$ cat src/rtl/alu_width_pkg.sv
package alu_width_pkg;

  typedef enum logic [2:0] {
    OP_ADD = 3'd0,
    OP_SUB = 3'd1,
    OP_AND = 3'd2,
    OP_OR  = 3'd3,
    OP_XOR = 3'd4
  } alu_op_e;

  typedef enum logic [1:0] {
    WID_BYTE  = 2'd0,
    WID_HALF  = 2'd1,
    WID_WORD  = 2'd2,
    WID_WORD2 = 2'd3
  } alu_width_e;

  typedef struct packed {
    logic z;
    logic n;
    logic c;
    logic v;
  } alu_flags_t;

endpackage

$ cat src/rtl/alu_width_decode.sv
// Turns the width code into a lane mask, a one-hot for the top bit of
// the lane and a one-hot for the carry position just above it.
module alu_width_decode #(
  parameter int DATA_W = 32,
  parameter int BYTE_W = 8,
  parameter int HALF_W = 16
) (
  input  logic [1:0]        width_sel,
  output logic [DATA_W-1:0] lane_mask,
  output logic [DATA_W-1:0] msb_hot,
  output logic [DATA_W:0]   carry_hot
);
  import alu_width_pkg::*;

  logic sel_byte;
  logic sel_half;
  logic [DATA_W:0] mask_ext;

  assign sel_byte = (width_sel == WID_BYTE);
  assign sel_half = (width_sel == WID_HALF);

  for (genvar i = 0; i < DATA_W; i++) begin : g_mask
    if (i < BYTE_W) begin : g_byte
      assign lane_mask[i] = 1'b1;
    end else if (i < HALF_W) begin : g_half
      assign lane_mask[i] = !sel_byte;
    end else begin : g_word
      assign lane_mask[i] = !sel_byte && !sel_half;
    end
  end

  assign mask_ext = {1'b0, lane_mask};

  for (genvar i = 0; i < DATA_W; i++) begin : g_msb
    assign msb_hot[i] = mask_ext[i] && !mask_ext[i+1];
  end

  assign carry_hot[0] = 1'b0;
  for (genvar i = 1; i <= DATA_W; i++) begin : g_cy
    assign carry_hot[i] = mask_ext[i-1] && !mask_ext[i];
  end

endmodule

$ cat src/rtl/alu_operand_stage.sv
// Picks the second operand and trims both operands to the lane.
module alu_operand_stage #(
  parameter int DATA_W = 32,
  parameter int IMM_W  = 16
) (
  input  logic [DATA_W-1:0] src_a,
  input  logic [DATA_W-1:0] src_b,
  input  logic [IMM_W-1:0]  imm_val,
  input  logic              use_imm,
  input  logic [DATA_W-1:0] lane_mask,
  output logic [DATA_W-1:0] opa,
  output logic [DATA_W-1:0] opb
);
  localparam int PAD_W = DATA_W - IMM_W;

  logic [DATA_W-1:0] imm_ext;
  logic [DATA_W-1:0] b_pick;

  assign imm_ext = {{PAD_W{1'b0}}, imm_val};
  assign b_pick  = use_imm ? imm_ext : src_b;
  assign opa     = src_a  & lane_mask;
  assign opb     = b_pick & lane_mask;

endmodule

$ cat src/rtl/alu_compute.sv
// Full-width arithmetic and logic on pre-masked operands, one bit wider
// so that the carry or borrow of the top lane bit is kept.
module alu_compute #(
  parameter int DATA_W = 32
) (
  input  logic [2:0]        op_sel,
  input  logic [DATA_W-1:0] opa,
  input  logic [DATA_W-1:0] opb,
  output logic [DATA_W:0]   raw,
  output logic              is_add,
  output logic              is_sub
);
  import alu_width_pkg::*;

  logic [DATA_W:0] sum_w;
  logic [DATA_W:0] diff_w;

  assign sum_w  = {1'b0, opa} + {1'b0, opb};
  assign diff_w = {1'b0, opa} - {1'b0, opb};

  always_comb begin
    is_add = 1'b0;
    is_sub = 1'b0;
    raw    = '0;
    case (op_sel)
      OP_ADD: begin raw = sum_w;  is_add = 1'b1; end
      OP_SUB: begin raw = diff_w; is_sub = 1'b1; end
      OP_AND: raw = {1'b0, opa & opb};
      OP_OR:  raw = {1'b0, opa | opb};
      OP_XOR: raw = {1'b0, opa ^ opb};
      default: raw = '0;
    endcase
  end

endmodule

$ cat src/rtl/alu_flag_gen.sv
// Masks the raw result to the lane and derives flags from the lane only.
module alu_flag_gen #(
  parameter int DATA_W = 32
) (
  input  logic [DATA_W:0]   raw,
  input  logic [DATA_W-1:0] opa,
  input  logic [DATA_W-1:0] opb,
  input  logic [DATA_W-1:0] lane_mask,
  input  logic [DATA_W-1:0] msb_hot,
  input  logic [DATA_W:0]   carry_hot,
  input  logic              is_add,
  input  logic              is_sub,
  output logic [DATA_W-1:0] res,
  output alu_width_pkg::alu_flags_t flags
);
  logic a_top;
  logic b_top;
  logic r_top;
  logic cy_bit;

  assign res    = raw[DATA_W-1:0] & lane_mask;
  assign a_top  = |(opa & msb_hot);
  assign b_top  = |(opb & msb_hot);
  assign r_top  = |(res & msb_hot);
  assign cy_bit = |(raw & carry_hot);

  always_comb begin
    flags.z = (res == '0);
    flags.n = r_top;
    flags.c = (is_add || is_sub) && cy_bit;
    if (is_add)
      flags.v = (a_top == b_top) && (r_top != a_top);
    else if (is_sub)
      flags.v = (a_top != b_top) && (r_top != a_top);
    else
      flags.v = 1'b0;
  end

endmodule

$ cat src/rtl/alu_width.sv
module alu_width #(
  parameter int DATA_W = 32,
  parameter int BYTE_W = 8,
  parameter int HALF_W = 16,
  parameter int IMM_W  = 16
) (
  input  logic              clk,
  input  logic              rst,
  input  logic              exec_en,
  input  logic [2:0]        op_sel,
  input  logic [1:0]        width_sel,
  input  logic              use_imm,
  input  logic [DATA_W-1:0] src_a,
  input  logic [DATA_W-1:0] src_b,
  input  logic [IMM_W-1:0]  imm_val,
  output logic [DATA_W-1:0] result,
  output logic              flag_z,
  output logic              flag_n,
  output logic              flag_c,
  output logic              flag_v
);
  import alu_width_pkg::*;

  logic [DATA_W-1:0] lane_mask;
  logic [DATA_W-1:0] msb_hot;
  logic [DATA_W:0]   carry_hot;
  logic [DATA_W-1:0] opa;
  logic [DATA_W-1:0] opb;
  logic [DATA_W:0]   raw;
  logic              is_add;
  logic              is_sub;
  logic [DATA_W-1:0] res_d;
  alu_flags_t        flags_d;
  alu_flags_t        flags_q;

  alu_width_decode #(.DATA_W(DATA_W), .BYTE_W(BYTE_W), .HALF_W(HALF_W)) u_dec (
    .width_sel (width_sel),
    .lane_mask (lane_mask),
    .msb_hot   (msb_hot),
    .carry_hot (carry_hot)
  );

  alu_operand_stage #(.DATA_W(DATA_W), .IMM_W(IMM_W)) u_opnd (
    .src_a     (src_a),
    .src_b     (src_b),
    .imm_val   (imm_val),
    .use_imm   (use_imm),
    .lane_mask (lane_mask),
    .opa       (opa),
    .opb       (opb)
  );

  alu_compute #(.DATA_W(DATA_W)) u_cmp (
    .op_sel (op_sel),
    .opa    (opa),
    .opb    (opb),
    .raw    (raw),
    .is_add (is_add),
    .is_sub (is_sub)
  );

  alu_flag_gen #(.DATA_W(DATA_W)) u_flg (
    .raw       (raw),
    .opa       (opa),
    .opb       (opb),
    .lane_mask (lane_mask),
    .msb_hot   (msb_hot),
    .carry_hot (carry_hot),
    .is_add    (is_add),
    .is_sub    (is_sub),
    .res       (res_d),
    .flags     (flags_d)
  );

  always_ff @(posedge clk) begin
    if (rst) begin
      result  <= '0;
      flags_q <= '0;
    end else if (exec_en) begin
      result  <= res_d;
      flags_q <= flags_d;
    end
  end

  assign flag_z = flags_q.z;
  assign flag_n = flags_q.n;
  assign flag_c = flags_q.c;
  assign flag_v = flags_q.v;

endmodule

$ cat config.mk
export PLATFORM = sky130hd
export DESIGN_NAME = alu_width
export DESIGN_NICKNAME = d
export VERILOG_FILES = /design/src/rtl/alu_width_pkg.sv /design/src/rtl/alu_width_decode.sv /design/src/rtl/alu_operand_stage.sv /design/src/rtl/alu_compute.sv /design/src/rtl/alu_flag_gen.sv /design/src/rtl/alu_width.sv
export SDC_FILE = /design/constraint.sdc
export NUM_CORES = 1
export LEC_CHECK = 0
export BUFFER_PORTS_ARGS = -buffer_cell sky130_fd_sc_hd__buf_4
export CAP_MARGIN = 20
export CELL_PAD_IN_SITES_DETAIL_PLACEMENT = 1
export CELL_PAD_IN_SITES_GLOBAL_PLACEMENT = 2
export CORE_MARGIN = 4
export CORE_UTILIZATION = 34
export CTS_CLUSTER_DIAMETER = 80
export DETAILED_ROUTE_END_ITERATION = 10
export PLACE_DENSITY_LB_ADDON = 0.3
export SKIP_CTS_REPAIR_TIMING = 1
export SYNTH_ARGS = -nofsm -noshare
export SYNTH_HDL_FRONTEND = slang
export SYNTH_SLANG_ARGS = --single-unit
$ cat constraint.sdc
create_clock -name clk -period 12.8 [get_ports clk]
set_input_delay 2.56 -clock clk [delete_from_list [all_inputs] [get_ports clk]]
set_output_delay 2.56 -clock clk [all_outputs]
set_load 0.01 [all_outputs]
Word-level counts from Yosys, hierarchy flattened
Cells that the tools add are included.

word-level totals
  register bits = 36
  latch bits = 0
  RAM bits = 0
  bits in read-only memories = 0
  input bits = 89
  logic and storage cells = 47
  memories kept = 0

operators by class
  $add $sub $neg = 2
  multipliers = 0
  div/mod/pow operators = 0
  order comparisons = 0
  eq/ne operators = 8
  shift operators = 0
  multiplexer cells = 6
  bitwise operators = 10
  reduce and logical (&&, ||, !) cells = 16

operator list
  cell                                                                    number
  32-bit bitwise AND                                                      7
  33-bit case mux with 5 select lines                                     1
  32-bit OR reduction                                                     3
  32-bit by 32-bit adder with 33-bit output                               1
  33-bit bitwise AND                                                      1
  33-bit OR reduction                                                     1
  32-bit by 32-bit subtractor with 33-bit output                          1
  32-bit logical NOT                                                      1
  32-bit two-way mux                                                      1
  32-bit bitwise OR                                                       1
  32-bit bitwise XOR                                                      1
  3-bit by 2-bit equality test with 1-bit output (second input constant)  2
  1-bit logical AND                                                       5
  1-bit two-way mux                                                       4
  3-bit by 1-bit equality test with 1-bit output (second input constant)  1
  3-bit equality test (second input constant)                             1
  1-bit logical NOT                                                       3
  3-bit logical NOT                                                       1
  2-bit by 1-bit equality test with 1-bit output (second input constant)  1
  2-bit logical NOT                                                       1
  1-bit inequality test                                                   2
  1-bit equality test                                                     1
  1-bit logical OR                                                        1

Longest topological paths before layout
  word-level depth = 13
  depth in mapped cells = 24
  gate-level depth less buffers = 20

Hierarchy
From an unflattened synthesis, not the netlist that was laid out.

unflattened totals
  cell total of the unflattened synthesis = 1109
  area total of the unflattened synthesis = 7953.9 um^2

by module, submodules not included
  module             times used  cells an instance  area each (um^2)
  alu_compute        1           630                4207.8
  alu_width          1           116                1306.3
  alu_flag_gen       1           163                1068.5
  alu_width_decode   1           100                733.2
  alu_operand_stage  1           100                638.1

Least setup slack after synthesis
OpenSTA, ideal clock, no wires.

  kind = input to register
  start point = in use_imm
  end point = reg flags_q (netlist bit flag_z)
  setup time = 96 ps
  data arrival time = 7440 ps
  data required time = 12704 ps
  slack = 5264 ps
  stages = 23
  buffers on the path = 4
  path through = buf_2 buf_2 buf_2 mux2i_1 ha_1 nand2_1 or4_1 nor3_2 and2_1 and2b_1 nor2_1 xnor2_1 ha_1 clkbuf_1 a21o_1 a21oi_1 o21ai_0 a21o_1 a221o_1 xnor2_1 o2111ai_1 or3_1 o41ai_2

on the way
  cells in the longest elaborated chain, start to end = 6
  elaborated cells on any way between the ends = 10

ends and longest elaborated chain
  what                                                                    RTL line                 source
  start: declaration                                                      alu_width.sv:12          input logic use_imm,
  32-bit two-way mux (*)                                                  alu_operand_stage.sv:20  assign b_pick = use_imm ? imm_ext : src_b;
  32-bit bitwise AND (*)                                                  alu_operand_stage.sv:22  assign opb = b_pick & lane_mask;
  32-bit by 32-bit subtractor with 33-bit output (tied with other cells)  alu_compute.sv:19        assign diff_w = {1'b0, opa} - {1'b0, opb};
  33-bit case mux with 5 select lines (*)                                 alu_compute.sv:25        case (op_sel)
  32-bit bitwise AND (*)                                                  alu_flag_gen.sv:21       assign res = raw[DATA_W-1:0] & lane_mask;
  32-bit logical NOT (*)                                                  alu_flag_gen.sv:28       flags.z = (res == '0);
  end signal: assignment                                                  alu_width.sv:81          flags_q <= flags_d;
  end: declaration                                                        alu_width.sv:34          alu_flags_t flags_q;

Every way passes the cells marked *; elsewhere a longest branch is shown, timed or not.
A chain may end at the register's enable or synchronous reset.

Worst setup path in the final report
Same ends and word-level chain as after synthesis.

==> results.ini <==
[synth]
yosysMostFrequentCell=nand2_1
synth-seq-cells=36
ys_seq_area_share_pct=11.2
yosysWarnings=0
synth_common_cells=nand2_1, ha_1, nor2_1
synth_area_per_cell_um2=7.07
synth.area.top_cells=ha_1, dfxtp_1, nand2_1
synth_flop_cell=dfxtp_1
synthArstFlopShare_pct=0
syn-instance-count=906
yosys.area.top_type=ha_1
netlist_area_um2=6410
ys_types=79
synth_edf_count=0
synth_nets=1093
synth_top_area_share_pct=18.9

[clock_network]
cts_root_buf=clkbuf_16
cts_tree=done
path_clk_slew_ns=0.05
clk_latency_ns=0.28
cts-buffers-inserted=5
clockBufferDepth=2
ctsHtreeMaxLevel=2
cts_sinks=36

[sta]
grt_setup_unrepaired=false
relSlewSlack_pct=39.4
tightestPinTransition_ns=0.907
fmax_mhz=128
finalHoldViolations=0
drv_slew=0
finClkSkew_ns=0
layout_worst_path_cycle_share_pct=61.0
setup_violations=0
layout_setup_ws_ns=4.99
fin_crit_ns=7.81
fin_setup_tns_ns=0

[finish]
fin_area_um2=7630
area_delta_synth_final_pct=19.1
diodes=0
drive_gt1_share_pct=16.6
fin_cells=1223
fin_nets=1181

[placed_design]
port_buffers=124
dp_hpwl_um=19500
place_area_um2=7480
dp_slack_ns=4.82
place.gp.congestion=0.882
place_inst=1216

[route]
wl_um=24300
vias=6993
dr.first_iter.drc_count=405
remaining_drc_errors=0
ant_nets=0
vias_per_cell=5.72
avgRoutedWirePerCell_um=19.9
firstDrtPassIters=5

[die]
dieHeight_um=145
ios=125
rows=49
core_um2=18300
die-area_um2=21100
start_util_pct=35.1
chipWidth_um=145

[grt]
track_usage_pct=22.0
antenna_found_initial=0
grt_pass1_vias=6998
grt_remaining_overflow=0
grt_max_degree=51
grt_pass1_wl_um=38600

[power]
p_leak_nw=3.67
total_power_mw=0.543
powerDensity_nw_per_um2=71.1
max-vdd-ir-drop_v=0.0000356

[worst_setup_path]
cp-start-kind=input port
crit_path_end_kind=flip-flop
path_max_fanout=25
path_class=in2reg
cp.required_ns=12.97
arrival_ns=7.98

[flow_run]
max_cap_viol_count=0

[status]
outcome=finished clean

[worst_hold_path]
hold_class=reg2reg

[registers in the layout (all words and copies together), names as in the netlist]
name and count:
flag_z 1, flag_c 1, flag_v 1, result 32, flag_n 1
[per-stage QoR]
stage	utilization (%)	hold WS, ns
after floorplan	-	0.482
after global placement	40.9	0.457
after detailed placement	40.9	0.467
after CTS	41.8	0.476
after global routing	41.8	0.487
final	41.8	0.472
[cell type report]
cell class / instances / area [µm²]
fill: 2359 / 10600
multi-input combinational: 746 / 5210
timing repair buffer: 130 / 976
sequential: 36 / 721
tap: 229 / 287
inverter: 75 / 282
clock buffer: 7 / 153
[power by group]
part           internal, mW  total (mW)  switching [mW]
clock                0.0816       0.125          0.0432
sequential            0.119       0.123         0.00394
combinational         0.118       0.295           0.177
[cells by family (layout without fill, tap and decap cells)]
group,count (synthesis),count (layout),share of synthesized area [%]
compound gates,274,274,29.2
flops,36,36,11.2
xor+xnor,45,45,6.15
fa+ha+maj,98,98,19.3
buf+inv,124,212,7.59
mux,30,30,4.78
simple gates,299,299,21.8
[critical path: stages]
cell	delay, ns
buf_4	0.32
mux2i_1	0.39
ha_1	0.28
nand2_1	0.12
or4_1	0.60
nor3_2	0.33
and2_1	0.24
and2b_1	0.25
nor2_1	0.08
xnor2_1	0.14
ha_1	0.39
a21oi_1	0.28
o21ai_0	0.15
a21oi_1	0.17
o21bai_1	0.10
a31oi_1	0.17
o21ai_0	0.09
a22oi_1	0.20
o311ai_0	0.26
or3_1	0.48
o41ai_2	0.37
[cells in the final DEF (no fill, tap or decap), types with 6 or more instances in the layout]
master    netlist  routed
o21ai_0        44      44
nand4_1        10      10
o22ai_1        20      20
and3_1          8       8
buf_4           1     130
xnor2_1        40      40
dfxtp_1        36      36
a21oi_1        61      61
nor2_1         94      93
and2_1          8       8
mux2i_1        25      25
a21o_1          8       8
o22a_1          6       6
ha_1           97      97
a211oi_1       18      18
a31oi_1        11      11
inv_1          75      75
nor3_1         18      18
nand2_1       101     101
nand3_1        16      16
o21a_1          8       8
a22oi_1        32      32
[layer usage]
layer  vias up  GRT usage [%]  wire [µm]
li1       3430              -          -
met1      3401           33.6      12700
met2       145           33.8      10400
met3        17           2.40        941
met4         0           3.32        253
met5         -              0          0
[final timing paths]
path                                  from         end  slack [ns]  cells after the start
worst max-delay path               use_imm      flag_z        4.99                     21
worst max register to register  result[28]  result[28]       12.04                      2
worst min register to register  result[25]  result[25]        0.47                      2
worst min-delay path            result[25]  result[25]        0.47                      2
Note: power is estimated with default switching activity, not from simulation.
